==> src/rtl/qpe_pkg.sv <==
package qpe_pkg;

    localparam int PTR_W   = 16;
    localparam int BEATS   = 16;
    localparam int BEAT_W  = 32;
    localparam int ENTRY_W = BEATS * BEAT_W;
    localparam int CID_W   = 16;
    localparam int STAT_W  = 15;
    localparam int CPL_W   = 64;

    typedef enum logic [1:0] {
        F_IDLE,
        F_REQ,
        F_BEATS,
        F_HOLD
    } fetch_st_e;

    typedef enum logic {
        C_IDLE,
        C_WRITE
    } cpl_st_e;

    typedef struct packed {
        logic [15:0]       zero;
        logic [PTR_W-1:0]  sq_head;
        logic              phase;
        logic [STAT_W-1:0] status;
        logic [CID_W-1:0]  cid;
    } cpl_entry_t;

    function automatic logic [PTR_W-1:0] ptr_inc(input logic [PTR_W-1:0] p,
                                                 input logic [PTR_W-1:0] last);
        return (p == last) ? '0 : p + 1'b1;
    endfunction

endpackage

==> src/rtl/qpe_doorbell.sv <==
module qpe_doorbell
    import qpe_pkg::*;
#(
    parameter int DEPTH = 16
) (
    input  logic             clk,
    input  logic             rst_n,
    input  logic             db_valid,
    input  logic             db_sel,
    input  logic [PTR_W-1:0] db_value,
    output logic [PTR_W-1:0] sq_tail,
    output logic [PTR_W-1:0] cq_head,
    output logic             err
);

    typedef struct packed {
        logic [PTR_W-1:0] sq_tail;
        logic [PTR_W-1:0] cq_head;
        logic             err;
    } db_state_t;

    db_state_t s_d, s_q;
    logic      out_of_range;

    always_comb begin
        s_d          = s_q;
        out_of_range = (32'(db_value) >= DEPTH);
        if (db_valid) begin
            if (out_of_range) begin
                s_d.err = 1'b1;
            end else if (db_sel) begin
                s_d.cq_head = db_value;
            end else begin
                s_d.sq_tail = db_value;
            end
        end
    end

    always_ff @(posedge clk) begin
        if (!rst_n) begin
            s_q <= '0;
        end else begin
            s_q <= s_d;
        end
    end

    assign sq_tail = s_q.sq_tail;
    assign cq_head = s_q.cq_head;
    assign err     = s_q.err;

endmodule

==> src/rtl/qpe_fetch.sv <==
module qpe_fetch
    import qpe_pkg::*;
#(
    parameter int                DEPTH   = 16,
    parameter int                ADDR_W  = 32,
    parameter logic [ADDR_W-1:0] SQ_BASE = '0
) (
    input  logic               clk,
    input  logic               rst_n,
    input  logic [PTR_W-1:0]   sq_tail,
    output logic [PTR_W-1:0]   sq_head,
    output logic               rd_req_valid,
    input  logic               rd_req_ready,
    output logic [ADDR_W-1:0]  rd_req_addr,
    input  logic               rd_beat_valid,
    input  logic [BEAT_W-1:0]  rd_beat_data,
    output logic               cmd_valid,
    input  logic               cmd_ready,
    output logic [ENTRY_W-1:0] cmd_data
);

    localparam int               CNT_W = $clog2(BEATS);
    localparam logic [PTR_W-1:0] LAST  = PTR_W'(DEPTH - 1);
    localparam logic [CNT_W-1:0] LAST_BEAT = CNT_W'(BEATS - 1);

    typedef struct packed {
        fetch_st_e                    st;
        logic [PTR_W-1:0]             head;
        logic [CNT_W-1:0]             cnt;
        logic [ADDR_W-1:0]            addr;
        logic [BEATS-1:0][BEAT_W-1:0] ent;
    } fetch_state_t;

    fetch_state_t s_d, s_q;

    always_comb begin
        s_d = s_q;
        unique case (s_q.st)
            F_IDLE: begin
                if (s_q.head != sq_tail) begin
                    s_d.st   = F_REQ;
                    s_d.addr = SQ_BASE + (ADDR_W'(s_q.head) << 6);
                end
            end
            F_REQ: begin
                if (rd_req_ready) begin
                    s_d.st  = F_BEATS;
                    s_d.cnt = '0;
                end
            end
            F_BEATS: begin
                if (rd_beat_valid) begin
                    s_d.ent[s_q.cnt] = rd_beat_data;
                    s_d.cnt          = s_q.cnt + 1'b1;
                    if (s_q.cnt == LAST_BEAT) begin
                        s_d.st = F_HOLD;
                    end
                end
            end
            F_HOLD: begin
                if (cmd_ready) begin
                    s_d.st   = F_IDLE;
                    s_d.head = ptr_inc(s_q.head, LAST);
                end
            end
            default: s_d.st = F_IDLE;
        endcase
    end

    always_ff @(posedge clk) begin
        if (!rst_n) begin
            s_q <= '{st: F_IDLE, default: '0};
        end else begin
            s_q <= s_d;
        end
    end

    assign sq_head      = s_q.head;
    assign rd_req_valid = (s_q.st == F_REQ);
    assign rd_req_addr  = s_q.addr;
    assign cmd_valid    = (s_q.st == F_HOLD);
    assign cmd_data     = s_q.ent;

endmodule

==> src/rtl/qpe_cpl.sv <==
module qpe_cpl
    import qpe_pkg::*;
#(
    parameter int                DEPTH   = 16,
    parameter int                ADDR_W  = 32,
    parameter logic [ADDR_W-1:0] CQ_BASE = '0
) (
    input  logic              clk,
    input  logic              rst_n,
    input  logic [PTR_W-1:0]  sq_head,
    input  logic [PTR_W-1:0]  cq_head,
    output logic [PTR_W-1:0]  cq_tail,
    input  logic              res_valid,
    output logic              res_ready,
    input  logic [CID_W-1:0]  res_cid,
    input  logic [STAT_W-1:0] res_status,
    output logic              wr_valid,
    input  logic              wr_ready,
    output logic [ADDR_W-1:0] wr_addr,
    output logic [CPL_W-1:0]  wr_data,
    output logic              irq
);

    localparam logic [PTR_W-1:0] LAST = PTR_W'(DEPTH - 1);

    typedef struct packed {
        cpl_st_e           st;
        logic [PTR_W-1:0]  tail;
        logic              phase;
        logic [ADDR_W-1:0] addr;
        cpl_entry_t        ent;
        logic              irq;
    } cpl_state_t;

    cpl_state_t s_d, s_q;
    logic       ring_full;
    logic       take;

    always_comb begin
        s_d       = s_q;
        s_d.irq   = 1'b0;
        ring_full = (ptr_inc(s_q.tail, LAST) == cq_head);
        take      = (s_q.st == C_IDLE) && !ring_full && res_valid;
        unique case (s_q.st)
            C_IDLE: begin
                if (take) begin
                    s_d.st          = C_WRITE;
                    s_d.addr        = CQ_BASE + (ADDR_W'(s_q.tail) << 3);
                    s_d.ent.zero    = '0;
                    s_d.ent.sq_head = sq_head;
                    s_d.ent.phase   = s_q.phase;
                    s_d.ent.status  = res_status;
                    s_d.ent.cid     = res_cid;
                end
            end
            C_WRITE: begin
                if (wr_ready) begin
                    s_d.st   = C_IDLE;
                    s_d.irq  = 1'b1;
                    s_d.tail = ptr_inc(s_q.tail, LAST);
                    if (s_q.tail == LAST) begin
                        s_d.phase = ~s_q.phase;
                    end
                end
            end
            default: s_d.st = C_IDLE;
        endcase
    end

    always_ff @(posedge clk) begin
        if (!rst_n) begin
            s_q <= '{st: C_IDLE, phase: 1'b1, default: '0};
        end else begin
            s_q <= s_d;
        end
    end

    assign cq_tail   = s_q.tail;
    assign res_ready = (s_q.st == C_IDLE) && !ring_full;
    assign wr_valid  = (s_q.st == C_WRITE);
    assign wr_addr   = s_q.addr;
    assign wr_data   = s_q.ent;
    assign irq       = s_q.irq;

endmodule

==> src/rtl/qpair_engine.sv <==
module qpair_engine
    import qpe_pkg::*;
#(
    parameter int                DEPTH   = 16,
    parameter int                ADDR_W  = 32,
    parameter logic [ADDR_W-1:0] SQ_BASE = ADDR_W'(32'h0001_0000),
    parameter logic [ADDR_W-1:0] CQ_BASE = ADDR_W'(32'h0002_0000)
) (
    input  logic               clk,
    input  logic               rst_n,
    input  logic               db_valid,
    input  logic               db_sel,
    input  logic [15:0]        db_value,
    output logic               rd_req_valid,
    input  logic               rd_req_ready,
    output logic [ADDR_W-1:0]  rd_req_addr,
    input  logic               rd_beat_valid,
    input  logic [31:0]        rd_beat_data,
    output logic               cmd_valid,
    input  logic               cmd_ready,
    output logic [511:0]       cmd_data,
    input  logic               res_valid,
    output logic               res_ready,
    input  logic [15:0]        res_cid,
    input  logic [14:0]        res_status,
    output logic               wr_valid,
    input  logic               wr_ready,
    output logic [ADDR_W-1:0]  wr_addr,
    output logic [63:0]        wr_data,
    output logic               irq,
    output logic               doorbell_err
);

    logic [PTR_W-1:0] sq_head;
    logic [PTR_W-1:0] sq_tail;
    logic [PTR_W-1:0] cq_head;
    logic [PTR_W-1:0] cq_tail;

    qpe_doorbell #(.DEPTH(DEPTH)) u_db (
        .clk      (clk),
        .rst_n    (rst_n),
        .db_valid (db_valid),
        .db_sel   (db_sel),
        .db_value (db_value),
        .sq_tail  (sq_tail),
        .cq_head  (cq_head),
        .err      (doorbell_err)
    );

    qpe_fetch #(.DEPTH(DEPTH), .ADDR_W(ADDR_W), .SQ_BASE(SQ_BASE)) u_fetch (
        .clk           (clk),
        .rst_n         (rst_n),
        .sq_tail       (sq_tail),
        .sq_head       (sq_head),
        .rd_req_valid  (rd_req_valid),
        .rd_req_ready  (rd_req_ready),
        .rd_req_addr   (rd_req_addr),
        .rd_beat_valid (rd_beat_valid),
        .rd_beat_data  (rd_beat_data),
        .cmd_valid     (cmd_valid),
        .cmd_ready     (cmd_ready),
        .cmd_data      (cmd_data)
    );

    qpe_cpl #(.DEPTH(DEPTH), .ADDR_W(ADDR_W), .CQ_BASE(CQ_BASE)) u_cpl (
        .clk        (clk),
        .rst_n      (rst_n),
        .sq_head    (sq_head),
        .cq_head    (cq_head),
        .cq_tail    (cq_tail),
        .res_valid  (res_valid),
        .res_ready  (res_ready),
        .res_cid    (res_cid),
        .res_status (res_status),
        .wr_valid   (wr_valid),
        .wr_ready   (wr_ready),
        .wr_addr    (wr_addr),
        .wr_data    (wr_data),
        .irq        (irq)
    );

endmodule

==> config.mk <==
export PLATFORM = sky130hd
export DESIGN_NAME = qpair_engine
export DESIGN_NICKNAME = d
export VERILOG_FILES = /design/src/rtl/qpe_pkg.sv /design/src/rtl/qpe_doorbell.sv /design/src/rtl/qpe_fetch.sv /design/src/rtl/qpe_cpl.sv /design/src/rtl/qpair_engine.sv
export SDC_FILE = /design/constraint.sdc
export NUM_CORES = 1
export LEC_CHECK = 0
export ABC_AREA = 1
export BUFFER_PORTS_ARGS = -buffer_cell sky130_fd_sc_hd__buf_2
export CAP_MARGIN = 40
export CORE_AREA = 2 2 286 288
export CTS_CLUSTER_DIAMETER = 100
export DETAILED_ROUTE_END_ITERATION = 8
export DIE_AREA = 0 0 288 290
export PLACE_DENSITY = 0.57
export SLEW_MARGIN = 40
export SYNTH_ARGS = -nofsm -noshare
export SYNTH_HDL_FRONTEND = slang
export SYNTH_SLANG_ARGS = --single-unit
==> constraint.sdc <==
create_clock -name clk -period 2.82 [get_ports clk]
set_input_delay 0.141 -clock clk [delete_from_list [all_inputs] [get_ports clk]]
set_output_delay 0.141 -clock clk [all_outputs]
set_load 0.005 [all_outputs]
; Word level (Yosys, flattened, before mapping)
; Cells that the tools add are included.
[op_classes]
n_addsub = 5
n_lt_le_gt_ge = 3
eq_ne = 13
mux = 19
n_bitwise = 4
n_reduce_logical = 18
[op_table]
columns = cell, count
row1 = $bwmux W512, 1
row2 = $demux W32 S4, 1
row3 = $mux W18, 2
row4 = $add A16 B1 Y16 const B, 2
row5 = $eq A16 B4 Y1 const B, 2
row6 = $mux W16, 2
row7 = $mux W32, 1
row8 = $add A17 B22 Y23 const A, 1
row9 = $add A18 B19 Y20 const A, 1
row10 = $eq A16 B16 Y1, 1
row11 = $ge A16 B5 Y1 const B, 1
row12 = $ne A16 B16 Y1, 1
row13 = $reduce_and A2 Y1, 7
row14 = $reduce_and A3 Y1, 4
row15 = $mux W2, 4
row16 = $mux W4, 2
row17 = $ne A2 B1 Y1 const B, 4
row18 = $pmux W2 S4, 1
row19 = $pmux W4 S2, 1
row20 = $lt A4 B5 Y1 const B, 1
row21 = $reduce_and A5 Y1, 1
row22 = $add A4 B1 Y4 const B, 1
row23 = $eq A2 B2 Y1 const B, 2
row24 = $eq A4 B4 Y1 const B, 1
row25 = other kinds (10), 17
[word_totals]
regBits = 698
in_bits = 88
output_inout_bits = 646
elab_cells = 94

; Longest topological paths before layout
[logic_depth]
depth_word = 8
mapped_depth = 19
depth_no_buf = 17

; Cells and area by module
; From an unflattened synthesis, not the netlist that was laid out.
[hier_totals]
hier_cells = 4248
hier_area_um2 = 30976.0
[by_module_without_submodules]
columns = module, instances, cells_each, area_per_inst_um2, seq_area_each_um2
row1 = qpe_fetch, 1, 3211, 24223.2, 11030.6
row2 = qpe_cpl, 1, 900, 5624.1, 1681.6
row3 = qpe_doorbell, 1, 137, 1128.6, 660.6

; Worst setup path before layout
; Ideal clock, no wire load.
[synth_path]
kind = reg-to-reg
from = reg u_cpl.s_q (netlist bit u_cpl.cq_tail[14])
to = reg u_cpl.s_q (netlist bit u_cpl.wr_addr[15])
setup_time_ns = 0.110
arrival_ns = 2.021
required_time_ns = 2.710
setup_slack_ns = 0.689
path_stages_with_launch = 20
n_path_buf = 3
synth_period_minus_slack_ns = 2.131
cell_sequence = dfxtp_1 > inv_1 > ha_1 > nand3_1 > nor2_1 > nand2_1 > buf_6 > nand3_1 > nand2_1 > clkinv_1 > nor2_1 > nand2_1 > nor2_2 > nand3_2 > nand3_2 > buf_6 > buf_6 > nand2_2 > clkinv_1 > nor2_1
[synth_between]
elab_chain_cells = 7
word_cells_on_any_way = 8
cone_classes = add/sub: 1 / eq/ne: 2 / mux: 1 / reduce/logical: 4
[synth_rtl]
columns = element, line
row1 = from (decl), qpe_cpl.sv:35  ; cpl_state_t s_d, s_q;
row2 = from (signal assigned), qpe_cpl.sv:72  ; s_q <= '{st: C_IDLE, phase: 1'b1, default: '0};
row3 = from (signal assigned), qpe_cpl.sv:74  ; s_q <= s_d;
row4 = $add A16 B1 Y16 or $eq A16 B4 Y1 (tied branches), qpe_pkg.sv:33  ; return (p == last) ? '0 : p + 1'b1;
row5 = $mux W16 (*), qpe_pkg.sv:33
row6 = $eq A16 B16 Y1 (*), qpe_cpl.sv:42  ; ring_full = (ptr_inc(s_q.tail, LAST) == cq_head);
row7 = $logic_not A1 Y1 (*), qpe_cpl.sv:43  ; take = (s_q.st == C_IDLE) && !ring_full && res_valid;
row8 = $logic_and A1 B1 Y1 (*) (2 in series), qpe_cpl.sv:43
row9 = $reduce_and A2 Y1 (no source line) (*), --
; Mark *: on every way between the ends. The rest lies on a longest branch, timed or not.
; A chain may end at the register's enable or synchronous reset.

; Worst setup path after layout
[layout_path]
from = reg u_cpl.s_q (netlist bit u_cpl.cq_tail[1])
to = out res_ready
[layout_between]
elab_chain_cells = 5
word_cells_on_any_way = 6
cone_classes = add/sub: 1 / eq/ne: 2 / mux: 1 / reduce/logical: 2
[layout_rtl]
columns = element, line
row1 = $add A16 B1 Y16 or $eq A16 B4 Y1 (tied branches), qpe_pkg.sv:33
row2 = $mux W16 (*), qpe_pkg.sv:33
row3 = $eq A16 B16 Y1 (*), qpe_cpl.sv:42
row4 = $logic_not A1 Y1 (*), qpe_cpl.sv:79  ; assign res_ready = (s_q.st == C_IDLE) && !ring_full;
row5 = $logic_and A1 B1 Y1 (*), qpe_cpl.sv:79
row6 = to (decl), qpair_engine.sv:23  ; output logic res_ready,
; Marked as above.

==> reports/metrics.yaml <==
status: "finished, final reports clean"
leakagePower_uw: 0.0168
crit_path_start_kind: "register"
required_ns: 2.68
async_flop_share_pct: 0
seq_area_frac_synth_pct: 44.3
multi_input_area_um2: 10100
cts_tree: "built"
wl_per_cell_um: 19.5
htree_levels: 3
syn_area_per_cell_um2: 7.36
die_w_um: 288
postRouteAntennaNets: 0
dp_hpwl_mm: 67.4
r2r_setup_slack_ns: 0.35
grt_start_max_net_pins: 152
tns_ns: 0
skew_ns: 0.0222
slew_headroom_pct: 42.7
synth_edf_count: 0
nFillCells: 8324
ys.flop_type: "dfxtp_1"
first_pass_iters: 5
grt_pass1_wl_mm: 149
fin_crit_sh_pct: 93.4
power.internal_uw: 16700
netlist_area_um2: 30200
antenna_found_initial: 1
slew_viol_final: 0
wl_mm: 102
regArea_um2: 13400
p_clk_share_pct: 47.6
hp-class: "primary input to register"
path_max_fanout: 5
place_area_um2: 29700
syn_to_final_growth_pct: 9.03
seq_power_share_pct: 44.1
yosysWarnings: 0
setup.worst_path.end_class: "output port"
cts-root-buf: "clkbuf_16"
hold_viol: 0
grt_pass1_vias: 23141
arrival_ns: 2.49
powerDensity_nw_per_um2: 680
switching_share_pct: 25.2
die_h_um: 290
nets: 4197
io_buffers: 687
gp_congestion: 0.852
crit_type: "register to output port"
grt-ovfl-total: 0
numCtsBuffers: 76
pin_count: 734
finalInstanceArea_um2: 32900
yosys.cell_types.count: 33
clkTransAtPathRegs_ns: 0.06
p_switching_uw: 5640
core_area_um2: 80200
fmax_ghz: 0.380
setup-violations-final: 0
peakVddDrop_mv: 0.422
via_per_inst: 4.74
insertion_delay_ns: 0.62
clock_sinks: 668
drc: 0
final_cells: 5218
rows: 104
synth_cells: 4099
worst_pin_slew_ns: 0.859
track_usage_pct: 23.3
pwr-share-comb_pct: 8.3
cts.path.max_buffers: 3
dp_cells: 5034
power_uw: 22300
drive_gt1_share_pct: 22.0
cts_setup_buffers: 0
synth-seq-cells: 668
vias: 24727
period_minus_slack_ns: 2.63
dieArea_um2: 83500
initial_core_util_pct: 37.6
drt_iter0_drc: 1905
maxCapViolations: 0
final cells by class:
| cell class | instances | area share (%) |
|---|---|---|
| Multi-Input combinational cell | 2288 | 30.7 |
| Inverter | 277 | 3.16 |
| Clock inverter | 28 | 1.36 |
| Clock buffer | 111 | 6.83 |
| Sequential cell | 668 | 40.7 |
| Timing Repair Buffer | 784 | 13.2 |
| Tap cell | 1060 | 4.03 |
| Antenna cell | 2 | 0.0152 |
Yosys cell counts (3+ instances only):
library cell / count / area, um2
a211oi_1: 4 / 30.0
a21oi_1: 58 / 290
buf_1: 65 / 244
buf_2: 3 / 15.0
buf_4: 640 / 4800
buf_6: 12 / 135
clkbuf_1: 191 / 717
clkinv_1: 43 / 161
dfxtp_1: 668 / 13400
ha_1: 14 / 175
inv_1: 233 / 875
nand2_1: 235 / 882
nand2_2: 12 / 75.1
nand3_1: 27 / 135
nand3_2: 4 / 40.0
nand4_1: 82 / 513
nor2_1: 1173 / 4400
nor3_1: 28 / 140
nor3b_1: 8 / 60.1
o211a_1: 3 / 30.0
o21ai_0: 563 / 2820
o21ai_1: 5 / 25.0
xnor2_1: 7 / 61.3
xor2_1: 8 / 70.1
what timing repair did:
action / 4_1_cts / 5_1_grt
hold endpoints to repair: 83 / 0
gates cloned: 0 / 0
resized for setup: 1 / 14
hold buffers: 43 / 0
setup endpoints to repair: 1 / 41
state kept, by name, indices dropped and copies added, names as in the netlist:
name	flops
u_fetch.sq_head	16
u_db.cq_head	16
u_fetch.rd_req_addr	17
u_fetch.s_q	6
u_db.sq_tail	16
u_cpl.cq_tail	16
u_db.err	1
u_cpl.irq	1
u_cpl.wr_addr	17
u_cpl.wr_data	48
u_fetch.cmd_data	512
u_cpl.wr_valid	1
u_cpl.s_q	1
worst max-delay path: stages (launching register included):
cell and delay [ns]:
dfxtp_1 0.39, ha_2 0.24, nand3_4 0.13, inv_2 0.10, nand2_1 0.09, inv_2 0.08, nand2_1 0.05, nand2_1 0.07
nand2_1 0.07, nand2_1 0.06, nand4_1 0.13, nor2_2 0.19, a31oi_1 0.11, buf_2 0.16
metrics by stage:
| step | worst slack [ns] | utilization, % | hold WS [ns] |
|---|---|---|---|
| 2_1_floorplan | 0.689 | - | 0.276 |
| 3_3_place_gp | 0.295 | 37.0 | 0.396 |
| 3_5_place_dp | 0.210 | 37.1 | 0.407 |
| 4_1_cts | 0.0527 | 41.0 | 0.0640 |
| 5_1_grt | -0.0126 | 41.0 | 0.0886 |
| 6_report | 0.185 | 41.0 | 0.103 |
power by group through the flow:
stage | sequential, uW | combinational [uW] | clock, uW
after CTS | 9850 | 1860 | 10800
after global routing | 9880 | 2060 | 11300
after floorplan | 10000 | 1360 | 0
after detailed placement | 10100 | 1810 | 0
final | 9850 | 1860 | 10600
after global placement | 10100 | 1800 | 0
metal layers:
| layer | vias to the layer above | routed length (um) | GRT usage [%] |
|---|---|---|---|
| met5 | - | 0 | 0 |
| met4 | 0 | 3880 | 9.16 |
| met3 | 210 | 8750 | 6.20 |
| met2 | 1015 | 47700 | 38.8 |
| met1 | 11409 | 41200 | 28.5 |
| li1 | 12093 | - | - |
placed cells by master (no fill, tap or decap), types with 3 or more instances in the layout:
cell type,synthesis,layout
inv_2,1,6
nand2_2,12,12
nor3_1,28,28
nand3_1,27,27
a211oi_1,4,4
nor2_2,2,18
xor2_1,8,8
nand4_1,82,82
nand3_2,4,3
clkbuf_8,0,19
ha_1,14,13
inv_1,233,228
nor2_4,0,4
nor2_1,1173,1153
clkinv_1,43,43
clkbuf_1,191,15
a21oi_1,58,58
bufinv_16,0,9
buf_4,640,48
o21ai_0,563,563
clkbuf_16,0,77
nor3b_1,8,8
buf_12,0,5
dfxtp_1,668,666
buf_2,3,686
o21ai_1,5,4
o211a_1,3,3
inv_16,0,3
nand2_1,235,234
clkinv_2,0,11
conb_1,1,46
dlygate4sd3_1,0,43
xnor2_1,7,7
cell families after synthesis:
family | Yosys count | synth area share (%)
adders and majority gates | 14 | 0.581
DFF | 668 | 44.3
buffers and inverters | 1188 | 23.1
and+or+nand+nor | 1576 | 20.9
other | 1 | 0.0124
xor gates and xnor gates | 15 | 0.436
AOI/OAI and AO/OA | 637 | 10.7
worst paths after layout:
path,start,to,cells after the start
max,u_cpl.cq_tail[1],res_ready,13
min,rd_beat_data[24],u_fetch.cmd_data[88],3
min reg2reg,u_db.cq_head[9],u_db.cq_head[9],2
max reg2reg,u_cpl.cq_tail[1],u_cpl.wr_data[3],17
Power figures use the tool's default switching activity.
